$ cat src/rtl/tmr_pkg.sv
// Package: shared types and register addresses for the prescaled timer.
// Assumes a 2-bit register address space on an 8-bit bus.
package tmr_pkg;
    typedef enum logic [1:0] {
        SRC_NONE = 2'b00,
        SRC_BUS  = 2'b01,
        SRC_FIX  = 2'b10,
        SRC_EXT  = 2'b11
    } clk_src_e;

    localparam logic [1:0] ADDR_CTRL = 2'd0;
    localparam logic [1:0] ADDR_CNTH = 2'd1;
    localparam logic [1:0] ADDR_CNTL = 2'd2;
endpackage

$ cat src/rtl/tmr_src_sel.sv
// Module: tmr_src_sel
// Synchronizes the fixed and external clock levels, turns each rising edge
// into a one-cycle pulse and selects the step-enable source.
// Assumes each input level lasts at least two bus cycles.
module tmr_src_sel
    import tmr_pkg::*;
#(
    parameter int SYNC_STAGES = 2
) (
    input  logic     clk,
    input  logic     rst_n,
    input  clk_src_e src,
    input  logic     fix_in,
    input  logic     ext_in,
    output logic     src_en
);
    logic [1:0] raw_lvl;
    logic [1:0] edge_pulse;

    assign raw_lvl = {ext_in, fix_in};

    for (genvar g = 0; g < 2; g++) begin : g_sync
        logic [SYNC_STAGES:0] sh_q;

        // Shift the raw level through the synchronizer plus one history stage.
        always_ff @(posedge clk) begin
            if (!rst_n) sh_q <= '0;
            else        sh_q <= {sh_q[SYNC_STAGES-1:0], raw_lvl[g]};
        end

        assign edge_pulse[g] = sh_q[SYNC_STAGES-1] & ~sh_q[SYNC_STAGES];

        AST_PULSE_SINGLE: assert property (@(posedge clk) disable iff (!rst_n)
            edge_pulse[g] |=> !edge_pulse[g]);
    end

    // Pick the step enable named by the source select.
    always_comb begin
        case (src)
            SRC_BUS:  src_en = 1'b1;
            SRC_FIX:  src_en = edge_pulse[0];
            SRC_EXT:  src_en = edge_pulse[1];
            default:  src_en = 1'b0;
        endcase
    end
endmodule

$ cat src/rtl/tmr_prescale.sv
// Module: tmr_prescale
// Power-of-two prescaler: counts step enables and emits a tick when the low
// bits chosen by the prescale code are all ones. Restart clears it.
module tmr_prescale #(
    parameter int PS_W = 3
) (
    input  logic            clk,
    input  logic            rst_n,
    input  logic            src_en,
    input  logic [PS_W-1:0] ps,
    input  logic            restart,
    output logic            tick
);
    localparam int PRE_W = (1 << PS_W) - 1;

    logic [PRE_W-1:0] pre_q;
    logic [PRE_W:0]   one_sh;
    logic [PRE_W-1:0] mask;

    // Build the mask of prescaler bits that must be all ones.
    always_comb begin
        one_sh = {{PRE_W{1'b0}}, 1'b1} << ps;
        mask   = one_sh[PRE_W-1:0] - {{(PRE_W-1){1'b0}}, 1'b1};
    end

    assign tick = src_en && ((pre_q & mask) == mask);

    // Advance on each step enable; a control write restarts from zero.
    always_ff @(posedge clk) begin
        if (!rst_n)       pre_q <= '0;
        else if (restart) pre_q <= '0;
        else if (src_en)  pre_q <= pre_q + {{(PRE_W-1){1'b0}}, 1'b1};
    end

    AST_PRE_RESTART: assert property (@(posedge clk) disable iff (!rst_n)
        restart |=> pre_q == '0);
    AST_PRE_HOLD: assert property (@(posedge clk) disable iff (!rst_n)
        (!restart && !src_en) |=> $stable(pre_q));
endmodule

$ cat src/rtl/tmr_count_latch.sv
// Module: tmr_count_latch
// The counter plus its read-coherency snapshot. Presents either the live
// count or the snapshot on cnt_view. Assumes at most one read per cycle.
module tmr_count_latch #(
    parameter int CNT_W = 16
) (
    input  logic             clk,
    input  logic             rst_n,
    input  logic             tick,
    input  logic             clr_cnt,
    input  logic             coh_clr,
    input  logic             rd_hi,
    input  logic             rd_lo,
    output logic [CNT_W-1:0] cnt_view
);
    logic [CNT_W-1:0] cnt_q;
    logic [CNT_W-1:0] snap_q;
    logic             lat_q;
    logic             first_hi_q;

    // Count up on each tick; a high-byte write clears the count.
    always_ff @(posedge clk) begin
        if (!rst_n)       cnt_q <= '0;
        else if (clr_cnt) cnt_q <= '0;
        else if (tick)    cnt_q <= cnt_q + CNT_W'(1);
    end

    // Take a snapshot on the first byte read, release it on the other byte.
    always_ff @(posedge clk) begin
        if (!rst_n) begin
            lat_q      <= 1'b0;
            snap_q     <= '0;
            first_hi_q <= 1'b0;
        end else if (coh_clr) begin
            lat_q <= 1'b0;
        end else if (rd_hi || rd_lo) begin
            if (!lat_q) begin
                lat_q      <= 1'b1;
                snap_q     <= cnt_q;
                first_hi_q <= rd_hi;
            end else if (rd_hi != first_hi_q) begin
                lat_q <= 1'b0;
            end
        end
    end

    assign cnt_view = lat_q ? snap_q : cnt_q;

    AST_CLEAR_ON_HI_WRITE: assert property (@(posedge clk) disable iff (!rst_n)
        clr_cnt |=> cnt_q == '0);
    AST_HOLD_NO_TICK: assert property (@(posedge clk) disable iff (!rst_n)
        (!tick && !clr_cnt) |=> $stable(cnt_q));
    AST_STEP_ONE: assert property (@(posedge clk) disable iff (!rst_n)
        (tick && !clr_cnt) |=> cnt_q == $past(cnt_q) + CNT_W'(1));
    AST_UNLATCH_ON_WRITE: assert property (@(posedge clk) disable iff (!rst_n)
        coh_clr |=> !lat_q);
    AST_SNAPSHOT_ON_FIRST_READ: assert property (@(posedge clk) disable iff (!rst_n)
        ((rd_hi || rd_lo) && !lat_q && !coh_clr) |=> (lat_q && snap_q == $past(cnt_q)));
endmodule

$ cat src/rtl/prescaled_count_timer.sv
// Module: prescaled_count_timer (top)
// Register front end of the prescaled 16-bit timer: decodes the 8-bit bus,
// holds the control register and ties together source select, prescaler
// and counter. Assumes one bus access per cycle; a write wins over a read.
module prescaled_count_timer
    import tmr_pkg::*;
#(
    parameter int BYTE_W      = 8,
    parameter int PS_W        = 3,
    parameter int SYNC_STAGES = 2
) (
    input  logic              clk,
    input  logic              rst_n,
    input  logic              bus_wr,
    input  logic              bus_rd,
    input  logic [1:0]        bus_addr,
    input  logic [BYTE_W-1:0] bus_wdata,
    output logic [BYTE_W-1:0] bus_rdata,
    input  logic              fix_clk_in,
    input  logic              ext_clk_in
);
    localparam int CNT_W    = 2 * BYTE_W;
    localparam int CTRL_PAD = BYTE_W - PS_W - 2;

    clk_src_e         src_q;
    logic [PS_W-1:0]  ps_q;
    logic             wr_ctrl, wr_hi, wr_lo, rd_ok;
    logic             src_en, tick;
    logic [CNT_W-1:0] cnt_view;
    logic             unused_wdata;

    assign unused_wdata = ^bus_wdata[BYTE_W-1:PS_W+2];

    assign wr_ctrl = bus_wr && (bus_addr == ADDR_CTRL);
    assign wr_hi   = bus_wr && (bus_addr == ADDR_CNTH);
    assign wr_lo   = bus_wr && (bus_addr == ADDR_CNTL);
    assign rd_ok   = bus_rd && !bus_wr;

    // Control register: source select and prescale code.
    always_ff @(posedge clk) begin
        if (!rst_n) begin
            src_q <= SRC_NONE;
            ps_q  <= '0;
        end else if (wr_ctrl) begin
            src_q <= clk_src_e'(bus_wdata[PS_W+1:PS_W]);
            ps_q  <= bus_wdata[PS_W-1:0];
        end
    end

    tmr_src_sel #(.SYNC_STAGES(SYNC_STAGES)) u_src (
        .clk    (clk),
        .rst_n  (rst_n),
        .src    (src_q),
        .fix_in (fix_clk_in),
        .ext_in (ext_clk_in),
        .src_en (src_en)
    );

    tmr_prescale #(.PS_W(PS_W)) u_pre (
        .clk     (clk),
        .rst_n   (rst_n),
        .src_en  (src_en),
        .ps      (ps_q),
        .restart (wr_ctrl),
        .tick    (tick)
    );

    tmr_count_latch #(.CNT_W(CNT_W)) u_cnt (
        .clk      (clk),
        .rst_n    (rst_n),
        .tick     (tick),
        .clr_cnt  (wr_hi),
        .coh_clr  (wr_ctrl || wr_hi || wr_lo),
        .rd_hi    (rd_ok && (bus_addr == ADDR_CNTH)),
        .rd_lo    (rd_ok && (bus_addr == ADDR_CNTL)),
        .cnt_view (cnt_view)
    );

    // Read mux, combinational from the address.
    always_comb begin
        case (bus_addr)
            ADDR_CTRL: bus_rdata = {{CTRL_PAD{1'b0}}, src_q, ps_q};
            ADDR_CNTH: bus_rdata = cnt_view[CNT_W-1:BYTE_W];
            ADDR_CNTL: bus_rdata = cnt_view[BYTE_W-1:0];
            default:   bus_rdata = '0;
        endcase
    end

    AST_CTRL_WRITE: assert property (@(posedge clk) disable iff (!rst_n)
        wr_ctrl |=> ps_q == $past(bus_wdata[PS_W-1:0]));
    AST_NO_SOURCE_NO_TICK: assert property (@(posedge clk) disable iff (!rst_n)
        (src_q == SRC_NONE) |-> !tick);
endmodule

$ cat config.mk
export PLATFORM = sky130hd
export DESIGN_NAME = prescaled_count_timer
export DESIGN_NICKNAME = d
export VERILOG_FILES = /design/src/rtl/tmr_pkg.sv /design/src/rtl/tmr_src_sel.sv /design/src/rtl/tmr_prescale.sv /design/src/rtl/tmr_count_latch.sv /design/src/rtl/prescaled_count_timer.sv
export SDC_FILE = /design/constraint.sdc
export NUM_CORES = 1
export LEC_CHECK = 0
export CORE_MARGIN = 2
export CORE_UTILIZATION = 60
export DETAILED_ROUTE_END_ITERATION = 8
export DONT_BUFFER_PORTS = 1
export PLACE_DENSITY = 0.79
export SETUP_SLACK_MARGIN = 0.5
export SLEW_MARGIN = 0
export SYNTH_ARGS = -nofsm -noshare
export SYNTH_HDL_FRONTEND = slang
export SYNTH_HIERARCHICAL = 1
export SYNTH_SLANG_ARGS = --single-unit
export TNS_END_PERCENT = 20
$ cat constraint.sdc
create_clock -name clk -period 3.3 [get_ports clk]
set_clock_uncertainty 0.05 [all_clocks]
set_input_delay 0.33 -clock clk [delete_from_list [all_inputs] [get_ports clk]]
set_output_delay 0.33 -clock clk [all_outputs]
set_load 0.005 [all_outputs]
### Word-level counts from Yosys, hierarchy flattened

Index checks and enable logic that the tools add are counted.

* bits in registers: 52
* input port bits: 16
* output and inout port bits: 8
* word-level logic and storage cells: 50

* $add $sub $neg: 3
* eq/ne operators: 7
* shift-type cells: 1
* muxes and demuxes: 5
* bitwise operators: 8
* reduce and logical (&&, ||, !) cells: 17

Operators by type and width (number)
* $pmux W8 S3: 1
* $add A16 B1 Y16 const B: 1
* $mux W16: 1
* $add A7 B1 Y7 const B: 1
* $and A7 B7 Y7: 1
* $eq A7 B7 Y1: 1
* $logic_and A1 B1 Y1: 7
* $shl A1 B3 Y7 const A: 1
* $sub A7 B1 Y7 const B: 1
* $eq A2 B2 Y1 const B: 3
* $reduce_or A2 Y1: 3
* $not A1 Y1: 5
* $eq A2 B1 Y1 const B: 2
* $logic_or A1 B1 Y1: 3
* $pmux W1 S3: 1
* $reduce_and A3 Y1: 1
* $and A1 B1 Y1: 2
* $logic_not A2 Y1: 1
* $mux W1: 2
* $reduce_and A2 Y1: 1
* $logic_not A1 Y1: 1
* $ne A1 B1 Y1: 1

### Depth between registers and ports, before layout

* word-level depth: 6
* depth in mapped cells: 10
* gate-level depth less buffers: 8

### By module

The synthesis kept the hierarchy.

By module, submodules not included
* tmr_count_latch: times used 1, cells an instance 171, area each 1657.8 µm², sequential area each 680.7 µm²
* prescaled_count_timer: times used 1, cells an instance 44, area each 402.9 µm², sequential area each 100.1 µm²
* tmr_prescale: times used 1, cells an instance 40, area each 340.3 µm², sequential area each 140.1 µm²
* tmr_src_sel: times used 1, cells an instance 16, area each 186.4 µm², sequential area each 120.1 µm²

### Least setup slack after synthesis

OpenSTA, ideal clock, no wires.

* kind: reg2reg
* from: reg src_q[1]
* to: reg u_cnt.cnt_q[15]
* setup time: 0.070 ns
* data arrival time: 2.184 ns
* data required time: 3.180 ns
* slack: 0.996 ns
* cell stages (with the launch flop): 11
* buffers on the path: 2
* period minus slack after synthesis: 2.304 ns
* cell sequence: dfxtp_1 and3b_1 o22a_1 nand2_1 a211oi_1 buf_6 and4_1 buf_6 nand4_4 or4_1 a21oi_1

* cells in the longest elaborated chain, start to end: 3
* elaborated cells on any way between the ends: 5
* classes of those cells: eq/ne (3); mux (1); reduce/logical (1)

Ends and longest elaborated chain
* start: declaration: RTL line prescaled_count_timer.sv:25 `clk_src_e src_q;`
* start signal: assignment: RTL line prescaled_count_timer.sv:45 `src_q <= clk_src_e'(bus_wdata[PS_W+1:PS_W]);`
* $eq A2 B2 Y1 / $eq A2 B1 Y1 (equally long branches): RTL line tmr_src_sel.sv:39 `case (src)`
* $pmux W1 S3 *: RTL line tmr_src_sel.sv:39
* via src_en: RTL line prescaled_count_timer.sv:28 `logic src_en, tick;`
* $logic_and A1 B1 Y1 *: RTL line tmr_prescale.sv:26 `assign tick = src_en && ((pre_q & mask) == mask);`
* via tick: RTL line prescaled_count_timer.sv:28
* end signal: assignment: RTL line tmr_count_latch.sv:25 `else if (tick) cnt_q <= cnt_q + CNT_W'(1);`
* end: declaration: RTL line tmr_count_latch.sv:16 `logic [CNT_W-1:0] cnt_q;`

Mark *: on every way through the listed nets, which the timed path passes. The rest lies on a longest branch.
A chain may end at the register's enable or synchronous reset.

### Final worst setup path

Ends and elaborated chain as after synthesis.

==> reports/metrics.cfg <==
[power_and_ir_drop]
p_comb_frac = 0.054
clkPwrFrac = 0.338
power_density_mw_per_mm2 = 405
sequentialPowerShare = 0.607
switching_share = 0.236
ir_drop_mv = 0.268
p_int_uw = 823
p_sw_uw = 255
p_leak_uw = 0.00116

[synthesis]
yosys-top-cells-area = dfxtp_1 (40%), mux2_2 (7.0%), o211a_1 (6.2%)
ys_types = 44
synth.area.mux_share = 0.120
synthCells = 271
synth-xor-area-share = 0.0508
synthesis.nets = 289
synth_top_area_frac = 0.402
synth_area_leader_cell = dfxtp_1
ys_ff_latch = 52
synth_common_cells = dfxtp_1 (52), nand2_1 (24), nor2_1 (21)
async_flop_share = 0
synthSimpleGateAreaFrac = 0.236
synth_most_common_cell = dfxtp_1
yosys_most_used_dff = dfxtp_1
synth_edf_count = 0
synth_warnings = 6
synthAdderAreaFrac = 0.00967
synthesis.area_mm2 = 0.00259
synth_compound_area_frac = 0.139
synth_top_family_by_area = simple AND/OR/NAND/NOR gates
yosysSeqAreaShare = 0.402
syn_avg_cell_area_um2 = 9.55

[cts]
cts_setup_buffers = 0
cts_buffers = 5
htree_levels = 2
path_clk_slew_ns = 0.10
cts-resized-gates = 0
cts_hold_buffers = 0
cts.sinks = 52
tritoncts = done
clk_latency_ns = 0.31
cts.path.max_buffers = 2
cts_root_buf = clkbuf_8

[setup_path]
endpoint_kind = flop
crit_fanout = 6
critical_path.cell_chain = and3b_1 -> o22a_1 -> nand2_1 -> a211oi_1 -> and4_1 -> nand4_4 -> or4_1 -> a21oi_1
cp.required_ns = 3.48
crit_type = flop to flop
cpMaxStageDelayCell = or4_1
crit_arrival_ns = 2.76
max_stage_delay_ns = 0.48
critPathLaunchType = flop

[sta]
max-slew-margin-rel = 0.395
max_freq_mhz = 388
hold_slack_ns = 0.0884
finalHoldViolCount = 0
rsz0062_at_grt = false
drv_slew = 0
period_needed_ns = 2.58
tightest_slew_ns = 0.907
min_period_over_period = 0.781
setup_viol = 0
finalSetupTns_ns = 0
worst_slack_ns = 0.722

[global_routing]
grtUsageMet2 = 0.308
grt_util_all_layers = 0.208
antenna_found_initial = 0
grt_util_met1 = 0.290
grt_max_degree = 38
gr-usage-met3 = 0.0640
overflow = 0
grt_pass1_wl_um = 8170
grt_pass1_vias = 1759
busiest_layer = met2

[drt]
antenna_left = 0
drc = 0
totalWireLength_um = 4770
wl_per_cell_um = 15.2
drtPass1Iterations = 4
viasPerCell = 5.93
drt_iter0_drc = 145
dr_total_vias = 1869

[place]
dp_slack_ns = 0.757
port_buffers = 0
place.gp.congestion = 0.775
hpwl_um = 3300

[floorplanning]
coreArea_mm2 = 0.00409
rows = 23
die_h_um = 69.7
fp.dieW_um = 69.7
start_util = 0.633
dieArea_mm2 = 0.00485
pin_count = 24

[run]
drv_cap = 0

[cells_and_area]
antennaDiodeCount = 0
syn_to_final_growth_pct = 2.80
finalCoreUtilization = 0.651
fin_nets = 282
drive_above_1_share = 0.128

[status]
status = finished clean

[min_path]
min_path_type = input port to flop

[placed cells by master, fill, tap and decap left out, types with 2 or more instances in the layout]
| cell | instances |
|---|---|
| a21oi_1 | 4 |
| a22o_1 | 3 |
| and2_1 | 7 |
| and3_2 | 2 |
| and3b_1 | 4 |
| and4_1 | 2 |
| buf_4 | 2 |
| clkbuf_8 | 5 |
| dfxtp_1 | 52 |
| ha_1 | 2 |
| inv_1 | 4 |
| mux2_2 | 16 |
| mux2i_1 | 13 |
| nand2_1 | 24 |
| nand2b_1 | 18 |
| nand3_1 | 4 |
| nand4_1 | 8 |
| nor2_1 | 21 |
| nor2b_1 | 5 |
| o211a_1 | 16 |
| o21ai_0 | 11 |
| o2bb2ai_1 | 5 |
| or3_1 | 2 |
| xnor2_1 | 4 |
| xor2_1 | 11 |
[metal layers]
layer,up-vias,part of all wire
li1,938,-
met1,884,0.49
met2,40,0.44
met3,7,0.056
met4,0,0.014
met5,-,0
[final cells by class]
type | count | area (µm²)
Multi-Input combinational cell | 199 | 1440
Fill cell | 337 | 1430
Sequential cell | 52 | 1040
Clock buffer | 6 | 72.6
Tap cell | 50 | 62.6
Clock inverter | 2 | 16.3
Timing Repair Buffer | 2 | 15.0
Inverter | 4 | 15.0
[metrics by stage]
stage          area [µm²]  cells  total power [µW]
5_1_grt              2660    315              1120
3_3_place_gp         2570    307               725
4_1_cts              2660    315              1080
3_5_place_dp         2570    307               728
6_report             2660    315              1080
2_1_floorplan        2590    271               726
[worst max-delay path, delay by kind of cell, from the launching register on]
family           cells  cell delay, ns
AO/OA/AOI/OAI        3            0.80
AND/OR/NAND/NOR      5            1.27
flip-flops           1            0.37
[power by group through the flow]
stage               clock (µW)  combinational, µW  sequential (µW)
floorplan                    0               61.8              664
global placement             0               56.5              668
detailed placement           0               58.3              669
CTS                        371               58.4              655
global route               394               65.1              657
finish                     365               58.5              655
[cells by family after synthesis]
family	count (synthesis)
buffers and inverters	20
flip-flops	52
multiplexers	29
adder cells (fa/ha/maj)	2
AO/OA/AOI/OAI	46
AND/OR/NAND/NOR	107
XOR/XNOR	15
[path summary, 6_finish.rpt]
kind         depth (start not counted)                      end  slack (ns)                    start
max                                  8          u_cnt/cnt_q[15]        0.72                 src_q[1]
min                                  1  u_src/g_sync[1].sh_q[1]        0.09                    rst_n
max reg2reg                          8          u_cnt/cnt_q[15]        0.72                 src_q[1]
min reg2reg                          1  u_src/g_sync[1].sh_q[1]        0.40  u_src/g_sync[1].sh_q[0]
[registers in the layout (all words and copies together), names as in the netlist]
register	flops
ps_q	3
u_src/g_sync.sh_q	6
u_cnt/lat_q	1
u_cnt/snap_q	16
u_cnt/first_hi_q	1
src_q	2
u_cnt/cnt_q	16
u_pre/pre_q	7
Power figures use the tool's default switching activity.
